$ cat src/rtl/updc_pkg.sv
package updc_pkg;

    typedef enum logic [1:0] {
        LN_EXCL    = 2'd0,
        LN_SHCLEAN = 2'd1,
        LN_SHMOD   = 2'd2,
        LN_MOD     = 2'd3
    } line_st_e;

    typedef enum logic [1:0] {
        BC_NONE      = 2'd0,
        BC_READ      = 2'd1,
        BC_UPDATE    = 2'd2,
        BC_WRITEBACK = 2'd3
    } bus_cmd_e;

    typedef enum logic [1:0] {
        OP_READ  = 2'd0,
        OP_WRITE = 2'd1,
        OP_EVICT = 2'd2,
        OP_NOP   = 2'd3
    } cpu_op_e;

    typedef enum logic [2:0] {
        MS_IDLE   = 3'd0,
        MS_DECIDE = 3'd1,
        MS_FETCH  = 3'd2,
        MS_BCAST  = 3'd3,
        MS_WBACK  = 3'd4,
        MS_DONE   = 3'd5
    } mst_st_e;

endpackage

$ cat src/rtl/updc_line_table.sv
module updc_line_table
    import updc_pkg::*;
#(
    parameter int NUM_LINES = 8,
    localparam int IDX_W = $clog2(NUM_LINES)
) (
    input  logic             clk,
    input  logic             rst_n,
    input  logic [IDX_W-1:0] rd_idx_a,
    output logic             pres_a,
    output line_st_e         st_a,
    input  logic [IDX_W-1:0] rd_idx_b,
    output logic             pres_b,
    output line_st_e         st_b,
    input  logic             mw_en,
    input  logic [IDX_W-1:0] mw_idx,
    input  logic             mw_pres,
    input  line_st_e         mw_st,
    input  logic             sw_en,
    input  logic [IDX_W-1:0] sw_idx,
    input  line_st_e         sw_st
);

    logic     pres_q [NUM_LINES];
    line_st_e st_q   [NUM_LINES];

    for (genvar i = 0; i < NUM_LINES; i++) begin : g_line
        always_ff @(posedge clk) begin
            if (!rst_n) begin
                pres_q[i] <= 1'b0;
                st_q[i]   <= LN_EXCL;
            end else if (mw_en && mw_idx == IDX_W'(i)) begin
                pres_q[i] <= mw_pres;
                st_q[i]   <= mw_st;
            end else if (sw_en && sw_idx == IDX_W'(i)) begin
                st_q[i]   <= sw_st;
            end
        end
    end

    assign pres_a = pres_q[rd_idx_a];
    assign st_a   = st_q[rd_idx_a];
    assign pres_b = pres_q[rd_idx_b];
    assign st_b   = st_q[rd_idx_b];

endmodule

$ cat src/rtl/updc_snoop_unit.sv
module updc_snoop_unit
    import updc_pkg::*;
(
    input  logic       snp_valid,
    input  logic [1:0] snp_cmd,
    input  logic       pres,
    input  line_st_e   st,
    output logic       shared,
    output logic       flush,
    output logic       upd_we,
    output logic       st_we,
    output line_st_e   st_nxt
);

    always_comb begin
        shared = 1'b0;
        flush  = 1'b0;
        upd_we = 1'b0;
        st_we  = 1'b0;
        st_nxt = st;
        if (snp_valid && pres) begin
            unique case (bus_cmd_e'(snp_cmd))
                BC_READ: begin
                    shared = 1'b1;
                    unique case (st)
                        LN_MOD: begin
                            flush  = 1'b1;
                            st_we  = 1'b1;
                            st_nxt = LN_SHMOD;
                        end
                        LN_SHMOD: flush = 1'b1;
                        LN_EXCL: begin
                            st_we  = 1'b1;
                            st_nxt = LN_SHCLEAN;
                        end
                        default: ;
                    endcase
                end
                BC_UPDATE: begin
                    shared = 1'b1;
                    if (st == LN_SHMOD || st == LN_SHCLEAN) begin
                        upd_we = 1'b1;
                        st_we  = 1'b1;
                        st_nxt = LN_SHCLEAN;
                    end
                end
                default: ;
            endcase
        end
    end

endmodule

$ cat src/rtl/updc_master_fsm.sv
module updc_master_fsm
    import updc_pkg::*;
#(
    parameter int NUM_LINES = 8,
    parameter int WORDS     = 4,
    parameter int DATA_W    = 32,
    localparam int IDX_W = $clog2(NUM_LINES),
    localparam int OFS_W = $clog2(WORDS)
) (
    input  logic              clk,
    input  logic              rst_n,
    input  logic              req_valid,
    input  logic [1:0]        req_op,
    input  logic [IDX_W-1:0]  req_idx,
    input  logic [OFS_W-1:0]  req_ofs,
    input  logic [DATA_W-1:0] req_wdata,
    output logic              req_done,
    output logic [IDX_W-1:0]  lk_idx,
    input  logic              lk_pres,
    input  line_st_e          lk_st,
    output logic              bus_req,
    input  logic              bus_gnt,
    output logic [1:0]        bus_cmd,
    output logic [IDX_W-1:0]  bus_idx,
    output logic [OFS_W-1:0]  bus_ofs,
    output logic [DATA_W-1:0] bus_data,
    input  logic              bus_shared_in,
    output logic              loc_we,
    output logic [IDX_W-1:0]  loc_idx,
    output logic [OFS_W-1:0]  loc_ofs,
    output logic [DATA_W-1:0] loc_data,
    output logic              tw_en,
    output logic [IDX_W-1:0]  tw_idx,
    output logic              tw_pres,
    output line_st_e          tw_st
);

    mst_st_e           state_q, state_d;
    cpu_op_e           op_q;
    logic [IDX_W-1:0]  idx_q;
    logic [OFS_W-1:0]  ofs_q;
    logic [DATA_W-1:0] data_q;

    logic silent_wr;
    logic owned;
    assign silent_wr = lk_pres && (lk_st == LN_EXCL || lk_st == LN_MOD);
    assign owned     = lk_pres && (lk_st == LN_SHMOD || lk_st == LN_MOD);

    always_ff @(posedge clk) begin
        if (!rst_n) begin
            state_q <= MS_IDLE;
            op_q    <= OP_NOP;
            idx_q   <= '0;
            ofs_q   <= '0;
            data_q  <= '0;
        end else begin
            state_q <= state_d;
            if (state_q == MS_IDLE && req_valid) begin
                op_q   <= cpu_op_e'(req_op);
                idx_q  <= req_idx;
                ofs_q  <= req_ofs;
                data_q <= req_wdata;
            end
        end
    end

    always_comb begin
        state_d = state_q;
        unique case (state_q)
            MS_IDLE: if (req_valid) state_d = MS_DECIDE;
            MS_DECIDE: begin
                unique case (op_q)
                    OP_READ:  state_d = lk_pres ? MS_DONE : MS_FETCH;
                    OP_WRITE: state_d = !lk_pres ? MS_FETCH :
                                        (silent_wr ? MS_DONE : MS_BCAST);
                    OP_EVICT: state_d = owned ? MS_WBACK : MS_DONE;
                    default:  state_d = MS_DONE;
                endcase
            end
            MS_FETCH: if (bus_gnt) state_d = (op_q == OP_WRITE) ? MS_BCAST : MS_DONE;
            MS_BCAST: if (bus_gnt) state_d = MS_DONE;
            MS_WBACK: if (bus_gnt) state_d = MS_DONE;
            MS_DONE:  state_d = MS_IDLE;
            default:  state_d = MS_IDLE;
        endcase
    end

    assign lk_idx   = idx_q;
    assign tw_idx   = idx_q;
    assign loc_idx  = idx_q;
    assign loc_ofs  = ofs_q;
    assign loc_data = data_q;

    always_comb begin
        req_done = 1'b0;
        bus_req  = 1'b0;
        bus_cmd  = BC_NONE;
        bus_idx  = '0;
        bus_ofs  = '0;
        bus_data = '0;
        loc_we   = 1'b0;
        tw_en    = 1'b0;
        tw_pres  = 1'b1;
        tw_st    = LN_EXCL;
        unique case (state_q)
            MS_DECIDE: begin
                if (op_q == OP_WRITE && silent_wr) begin
                    loc_we = 1'b1;
                    tw_en  = 1'b1;
                    tw_st  = LN_MOD;
                end
                if (op_q == OP_EVICT && lk_pres && !owned) begin
                    tw_en   = 1'b1;
                    tw_pres = 1'b0;
                end
            end
            MS_FETCH: begin
                bus_req = 1'b1;
                bus_cmd = BC_READ;
                bus_idx = idx_q;
                if (bus_gnt) begin
                    tw_en = 1'b1;
                    tw_st = bus_shared_in ? LN_SHCLEAN : LN_EXCL;
                end
            end
            MS_BCAST: begin
                bus_req  = 1'b1;
                bus_cmd  = BC_UPDATE;
                bus_idx  = idx_q;
                bus_ofs  = ofs_q;
                bus_data = data_q;
                if (bus_gnt) begin
                    loc_we = 1'b1;
                    tw_en  = 1'b1;
                    tw_st  = bus_shared_in ? LN_SHMOD : LN_MOD;
                end
            end
            MS_WBACK: begin
                bus_req = 1'b1;
                bus_cmd = BC_WRITEBACK;
                bus_idx = idx_q;
                if (bus_gnt) begin
                    tw_en   = 1'b1;
                    tw_pres = 1'b0;
                end
            end
            MS_DONE: req_done = 1'b1;
            default: ;
        endcase
    end

endmodule

$ cat src/rtl/upd_coh_ctrl.sv
module upd_coh_ctrl
    import updc_pkg::*;
#(
    parameter int NUM_LINES = 8,
    parameter int WORDS     = 4,
    parameter int DATA_W    = 32,
    localparam int IDX_W = $clog2(NUM_LINES),
    localparam int OFS_W = $clog2(WORDS)
) (
    input  logic              clk,
    input  logic              rst_n,
    input  logic              req_valid,
    input  logic [1:0]        req_op,
    input  logic [IDX_W-1:0]  req_idx,
    input  logic [OFS_W-1:0]  req_ofs,
    input  logic [DATA_W-1:0] req_wdata,
    output logic              req_done,
    output logic              bus_req,
    input  logic              bus_gnt,
    output logic [1:0]        bus_cmd,
    output logic [IDX_W-1:0]  bus_idx,
    output logic [OFS_W-1:0]  bus_ofs,
    output logic [DATA_W-1:0] bus_data,
    input  logic              bus_shared_in,
    input  logic              snp_valid,
    input  logic [1:0]        snp_cmd,
    input  logic [IDX_W-1:0]  snp_idx,
    input  logic [OFS_W-1:0]  snp_ofs,
    input  logic [DATA_W-1:0] snp_data,
    output logic              snp_shared,
    output logic              snp_flush,
    output logic              snp_upd_we,
    output logic              loc_we,
    output logic [IDX_W-1:0]  loc_idx,
    output logic [OFS_W-1:0]  loc_ofs,
    output logic [DATA_W-1:0] loc_data
);

    logic [IDX_W-1:0] lk_idx;
    logic             lk_pres, sn_pres;
    line_st_e         lk_st, sn_st;
    logic             tw_en, tw_pres;
    logic [IDX_W-1:0] tw_idx;
    line_st_e         tw_st;
    logic             sw_en;
    line_st_e         sw_st;

    // offset and data of a snooped update go straight to the data array;
    // the controller only qualifies them with snp_upd_we
    logic             unused_snp;
    assign unused_snp = ^{snp_ofs, snp_data};

    updc_line_table #(.NUM_LINES(NUM_LINES)) u_table (
        .clk      (clk),
        .rst_n    (rst_n),
        .rd_idx_a (lk_idx),
        .pres_a   (lk_pres),
        .st_a     (lk_st),
        .rd_idx_b (snp_idx),
        .pres_b   (sn_pres),
        .st_b     (sn_st),
        .mw_en    (tw_en),
        .mw_idx   (tw_idx),
        .mw_pres  (tw_pres),
        .mw_st    (tw_st),
        .sw_en    (sw_en),
        .sw_idx   (snp_idx),
        .sw_st    (sw_st)
    );

    updc_snoop_unit u_snoop (
        .snp_valid (snp_valid),
        .snp_cmd   (snp_cmd),
        .pres      (sn_pres),
        .st        (sn_st),
        .shared    (snp_shared),
        .flush     (snp_flush),
        .upd_we    (snp_upd_we),
        .st_we     (sw_en),
        .st_nxt    (sw_st)
    );

    updc_master_fsm #(
        .NUM_LINES (NUM_LINES),
        .WORDS     (WORDS),
        .DATA_W    (DATA_W)
    ) u_master (
        .clk           (clk),
        .rst_n         (rst_n),
        .req_valid     (req_valid),
        .req_op        (req_op),
        .req_idx       (req_idx),
        .req_ofs       (req_ofs),
        .req_wdata     (req_wdata),
        .req_done      (req_done),
        .lk_idx        (lk_idx),
        .lk_pres       (lk_pres),
        .lk_st         (lk_st),
        .bus_req       (bus_req),
        .bus_gnt       (bus_gnt),
        .bus_cmd       (bus_cmd),
        .bus_idx       (bus_idx),
        .bus_ofs       (bus_ofs),
        .bus_data      (bus_data),
        .bus_shared_in (bus_shared_in),
        .loc_we        (loc_we),
        .loc_idx       (loc_idx),
        .loc_ofs       (loc_ofs),
        .loc_data      (loc_data),
        .tw_en         (tw_en),
        .tw_idx        (tw_idx),
        .tw_pres       (tw_pres),
        .tw_st         (tw_st)
    );

endmodule

$ cat config.mk
export PLATFORM = sky130hd
export DESIGN_NAME = upd_coh_ctrl
export DESIGN_NICKNAME = d
export VERILOG_FILES = /design/src/rtl/updc_pkg.sv /design/src/rtl/updc_line_table.sv /design/src/rtl/updc_snoop_unit.sv /design/src/rtl/updc_master_fsm.sv /design/src/rtl/upd_coh_ctrl.sv
export SDC_FILE = /design/constraint.sdc
export NUM_CORES = 1
export LEC_CHECK = 0
export BUFFER_PORTS_ARGS = -buffer_cell sky130_fd_sc_hd__clkbuf_2
export CAP_MARGIN = 40
export CORE_MARGIN = 1
export CORE_UTILIZATION = 45
export DETAILED_ROUTE_END_ITERATION = 16
export GPL_TIMING_DRIVEN = 0
export PLACE_DENSITY = 0.76
export SYNTH_ARGS = -nofsm -noshare
export SYNTH_HDL_FRONTEND = slang
export SYNTH_SLANG_ARGS = --single-unit
$ cat constraint.sdc
create_clock -name clk -period 5.4 [get_ports clk]
set_input_delay 1.62 -clock clk [delete_from_list [all_inputs] [get_ports clk]]
set_output_delay 1.62 -clock clk [all_outputs]
set_load 0.01 [all_outputs]
# Word level (Yosys, flattened, before mapping)
# Memory sizes are Yosys's and may differ from the RTL's. A register that Yosys moved wholly into a read port is not among the register bits.
# Index checks and enable logic that the tools add are counted.
# classes
eq_ne	31
muxes	130
bitwise_logic	24
reduce_logical	39
# ops
operator	count
2-to-1 mux 1 bit	85
2-to-1 mux 2 bit	22
2-to-1 mux 3 bit	12
2-to-1 mux 32 bit	1
equality test 3 bit, second input constant	10
bitwise OR 1 bit	24
logical AND 1 bit	23
equality test 3 x 2 -> 1 bit, second input constant	6
equality test 2 bit, second input constant	6
one-hot mux 2 bit (3 select lines)	2
one-hot mux 3 bit (4 select lines)	1
equality test 3 x 1 -> 1 bit, second input constant	3
logical NOT 3 bit	3
one-hot mux 3 bit (3 select lines)	1
one-hot mux 1 bit (2 select lines)	4
one-hot mux 2 bit (2 select lines)	2
OR reduction 2 bit	4
equality test 2 x 1 -> 1 bit, second input constant	3
logical NOT 2 bit	3
!= test 2 bit, second input constant	2
logical OR 1 bit	3
AND reduction 3 bit	1
OR reduction 3 bit	1
!= test 2 x 1 -> 1 bit, second input constant	1
logical NOT 1 bit	1
# word_totals
register_bits	42
mem_bits_rw	24
in_bits	84
out_inout_bits	82
wordCells	231
memories	2
# mem_list
memory	depth	word_bits	read_ports	rd_ports_with_merged_regs	wr	line_no	source
u_table.st_q	8	2	2	1	8	updc_line_table.sv:25	line_st_e st_q [NUM_LINES];
u_table.pres_q	8	1	2	1	8	updc_line_table.sv:24	logic pres_q [NUM_LINES];

# Longest topological paths before layout
# depth
ltp_word	13
depth_mapped	11
mapped_depth_nobuf	10

# Modules after synthesis
# Synthesis repeated with hierarchy kept, for this count alone.
# unflattened
cells_unflattened	440
area_unflattened_um2	4275.4
# by_module_without_submodules
module	n_inst	cells_each	area_per_inst_um2	seq_area_each_um2
updc_master_fsm	1	275	2394.8	840.8
updc_line_table	1	139	1657.8	710.7
updc_snoop_unit	1	26	222.7	0.0

# Least setup slack after synthesis
# OpenSTA, ideal clock, no wires.
# synth_timing
path_type	input -> output
start	in snp_idx[1]
end	out snp_flush
t_arrival_ns	3.273
t_required_ns	3.780
setup_slack_ns	0.507
stages	8
n_path_buf	2
cell_sequence	buf_2 -> clkbuf_1 -> mux4_2 -> mux2i_1 -> inv_1 -> ha_1 -> o21ai_0 -> nor2_1
# synth_between
elab_chain_cells	6
word_cells_on_any_way	9
classes_between	2 x eq/ne; 3 x mux; 2 x reduce/logical; 2 x memory
# synth_lines
item	line_no	source
start: declaration	upd_coh_ctrl.sv:27	input logic [IDX_W-1:0] snp_idx,
memory (8 x 2 bit)	-	
equality test 2 bit	updc_snoop_unit.sv:25	unique case (st)
OR reduction 2 bit (no source line)	-	
2-to-1 mux 1 bit	updc_snoop_unit.sv:25	
2-to-1 mux 1 bit	updc_snoop_unit.sv:22	unique case (bus_cmd_e'(snp_cmd))
2-to-1 mux 1 bit (*)	updc_snoop_unit.sv:21	if (snp_valid && pres) begin
end: declaration	upd_coh_ctrl.sv:31	output logic snp_flush,
# Every way passes the cells marked *; elsewhere a longest branch is shown, timed or not.

# Worst setup path in the final report
# Same ends and word-level chain as after synthesis.

==> flow_summary.json <==
{
  "grt_antenna_before_repair": 0,
  "fin_crit_sh": 0.9643,
  "io_pins": 166,
  "grt_start_max_net_pins": 13,
  "worst-setup-path-type": "primary input to output port",
  "design.core.area_um2": 8299,
  "grt_pass1_vias": 3612,
  "drc": 0,
  "antenna_cells_inserted": 0,
  "chip_width_um": 95.13,
  "num_rows": 33,
  "post_synth.cell_area_avg_um2": 8.502,
  "max_freq_mhz": 192.0,
  "synth.yosys.seq_area_share": 0.4130,
  "netlist_top_cells_area": "dfxtp_1 24%, edfxtp_1 18%, nand2_1 9.7%",
  "clock_tree.buffer_depth": 2,
  "tritoncts_num_sinks": 69,
  "worstPathRequired_ns": 3.78,
  "critPathMaxFanout": 10,
  "worst_slew_margin_rel": 0.4908,
  "die-area_um2": 9049,
  "synth_enable_flop_cells": 23,
  "gp_congestion": 0.8338,
  "power.share.combinational": 0.284,
  "tritoncts_buffer_count": 9,
  "cts.root.buffer_cell": "clkbuf_8",
  "grt_first_pass_wirelength_um": 17310,
  "tritoncts": "done",
  "detailroute.via_count": 3923,
  "post-route-min-period_ns": 5.207,
  "final_setup_violation_count": 0,
  "post_synthesis_cell_type_count": 50,
  "gr_util_all_layers": 0.2519,
  "crit_arrival_ns": 3.59,
  "syn_nets": 552,
  "synth_warnings": 0,
  "hold_path.class": "register to register",
  "synth_top_area_cell": "dfxtp_1",
  "worstSetupEndpointType": "output port",
  "power_report.internal_total_w": 0.001052,
  "cts_hold_repair.buffers": 0,
  "detail_route.wl_per_cell_um": 15.76,
  "worst_pin_slew_ns": 0.7586,
  "rsz_0062_raised_after_global_routing": "false",
  "setup.worst_path.start_class": "primary input",
  "run_status": "completed",
  "drtIter0Drc": 207,
  "net-switching-power_w": 0.0005293,
  "synthFlopType": "dfxtp_1",
  "final_max_slew_viol_count": 0,
  "layout-area-overhead-vs-synth_pct": 26.32,
  "fin_ws_ns": 0.1926,
  "seqPwrFrac": 0.404,
  "ctsHtreeMaxLevel": 3,
  "clkPwrFrac": 0.312,
  "gr-total-overflow": 0,
  "synth_top_cell_area_share": 0.2360,
  "finClkSkew_ns": 0.008951,
  "pwr_density_cell_nw_per_um2": 320.7,
  "viasPerCell": 5.541,
  "layout_cells_sized_above_1": 0.2836,
  "syn-instance-count": 459,
  "cellLeakagePower_nw": 2.282,
  "asyncSetResetFlopFracSynth": 0,
  "chipHeight_um": 95.13,
  "placement.io_buffers": 128,
  "power_switching_share": 0.3348,
  "timing.final.hold_violations": 0,
  "finalNetCount": 691,
  "power.ir.vdd_worst_mv": 0.1962,
  "synth-seq-cells": 69,
  "mappedNetlistArea_um2": 3902,
  "cts.repair_timing.setup_buffer_count": 0,
  "initial_core_util": 0.4702,
  "setup-tns-final_ns": 0,
  "detail_route.wirelength_um": 11160,
  "max_cap_violations": 0,
  "clk_latency_ns": 0.35,
  "hpwl_um": 8581,
  "pre_cts_ws_ns": 0.1285,
  "firstDrtPassIters": 5,
  "ant_nets": 0,
  "cts.clk_slew.worst_paths_ns": 0.08
}
[sequential cells by signal, summed over array words and instances, names as in the netlist, named ones only]
name               count
u_master.loc_data     32
u_table.st_q          16
u_table.pres_q         8
u_master.lk_idx        3
u_master.state_q       3
u_master.loc_ofs       2
u_master.op_q          2
[area by class of cell]
cell class / count / area, µm²
fill: 749 / 3369
timing repair buffer: 128 / 640.6
tap: 105 / 131.4
multi-input combinational: 344 / 2107
buffer: 33 / 138.9
clock buffer: 14 / 237.7
clock inverter: 2 / 13.76
sequential: 69 / 1612
inverter: 13 / 48.80
[critical path, cell delays in order]
cell and delay [ns]:
buf_2 0.22, clkbuf_1 0.37, mux4_2 0.38, mux2i_2 0.33
inv_1 0.12, ha_1 0.22, o21ai_0 0.14, nor2_1 0.05
clkbuf_2 0.13
[through the flow]
step                      cells  power (W)  cell area [µm²]    util  hold slack, ns
after global routing        708   0.001668             4930  0.5940          0.4874
after CTS                   708   0.001579             4926  0.5935          0.4720
after global placement      692   0.001075             4674  0.5632          0.4543
after floorplan             459  0.0009377             3902       -          0.4607
after detailed placement    692   0.001091             4674  0.5632          0.4609
final                       708   0.001581             4930  0.5940          0.4713
[timing repair]
item,4_1_cts,5_1_grt
hold endpoints to repair,0,0
setup endpoints to repair,0,2
gates resized for setup,0,1
[power by group through the flow]
stage                     combinational (W)  clock (W)  sequential [W]
final                              0.000450   0.000493        0.000638
after global placement             0.000430          0        0.000645
after floorplan                    0.000285          0        0.000652
after CTS                          0.000445   0.000497        0.000637
after detailed placement           0.000443          0        0.000648
after global routing               0.000504   0.000519        0.000645
[final timing paths]
kind	from	endpoint	slack, ns	cells after the start
hold / removal	u_master.loc_data[19]$_SDFFE_PN0P_	u_master.loc_data[19]$_SDFFE_PN0P_	0.47	2
hold reg to reg	u_master.loc_data[19]$_SDFFE_PN0P_	u_master.loc_data[19]$_SDFFE_PN0P_	0.47	2
setup reg to reg	register	u_table.st_q[3][0]$_DFFE_PP_	1.87	10
setup / recovery	snp_idx[1]	snp_flush	0.19	9
[routing by layer]
layer  vias to the layer above  part of all wire  GRT usage
li1                       1901                 -          -
met1                      1832              0.42     0.3315
met2                       183              0.49     0.4077
met3                         7             0.078    0.05104
met4                         0             0.010    0.09217
met5                         -                 0          0
[cells in the final DEF (no fill, tap or decap), types with 2 or more instances in the layout]
cell	count
a211oi_1	2
a21o_1	2
a21oi_1	43
a22oi_1	2
and3_1	36
buf_2	3
clkbuf_1	27
clkbuf_16	4
clkbuf_2	128
clkbuf_8	10
dfxtp_1	46
edfxtp_1	23
ha_1	9
inv_1	13
mux2_2	4
mux2i_1	9
mux4_2	8
nand2_1	101
nand2b_1	7
nand3_1	10
nand3_2	2
nand3b_1	4
nand4_1	4
nor2_1	22
nor2b_1	12
nor3_1	7
nor3b_1	4
o211ai_1	7
o21ai_0	9
o21bai_1	2
o22ai_1	13
o31ai_1	2
or2_2	2
or3_1	3
xnor2_1	2
[synth_stat cells (all sizes together) (10+ instances only)]
cell type and number:
edfxtp 23, clkbuf 27, o22ai 14, dfxtp 46
a21oi 43, o21ai 10, mux2i 10, nor2b 12
inv 13, and3 36, nor2 22, nand2 101
nand3 12
[kinds of logic (layout without fill, tap and decap cells)]
logic type      Yosys count  count (layout)  share of synthesized area
buf+inv                  46             190                    0.04809
mux                      22              22                    0.08336
compound gates           92              92                     0.1478
simple gates            218             218                     0.2722
fa+ha+maj                 9               9                    0.02886
xor+xnor                  3               3                   0.006734
flops                    69              69                     0.4130
No activity file was read; power rests on OpenSTA's default activity.
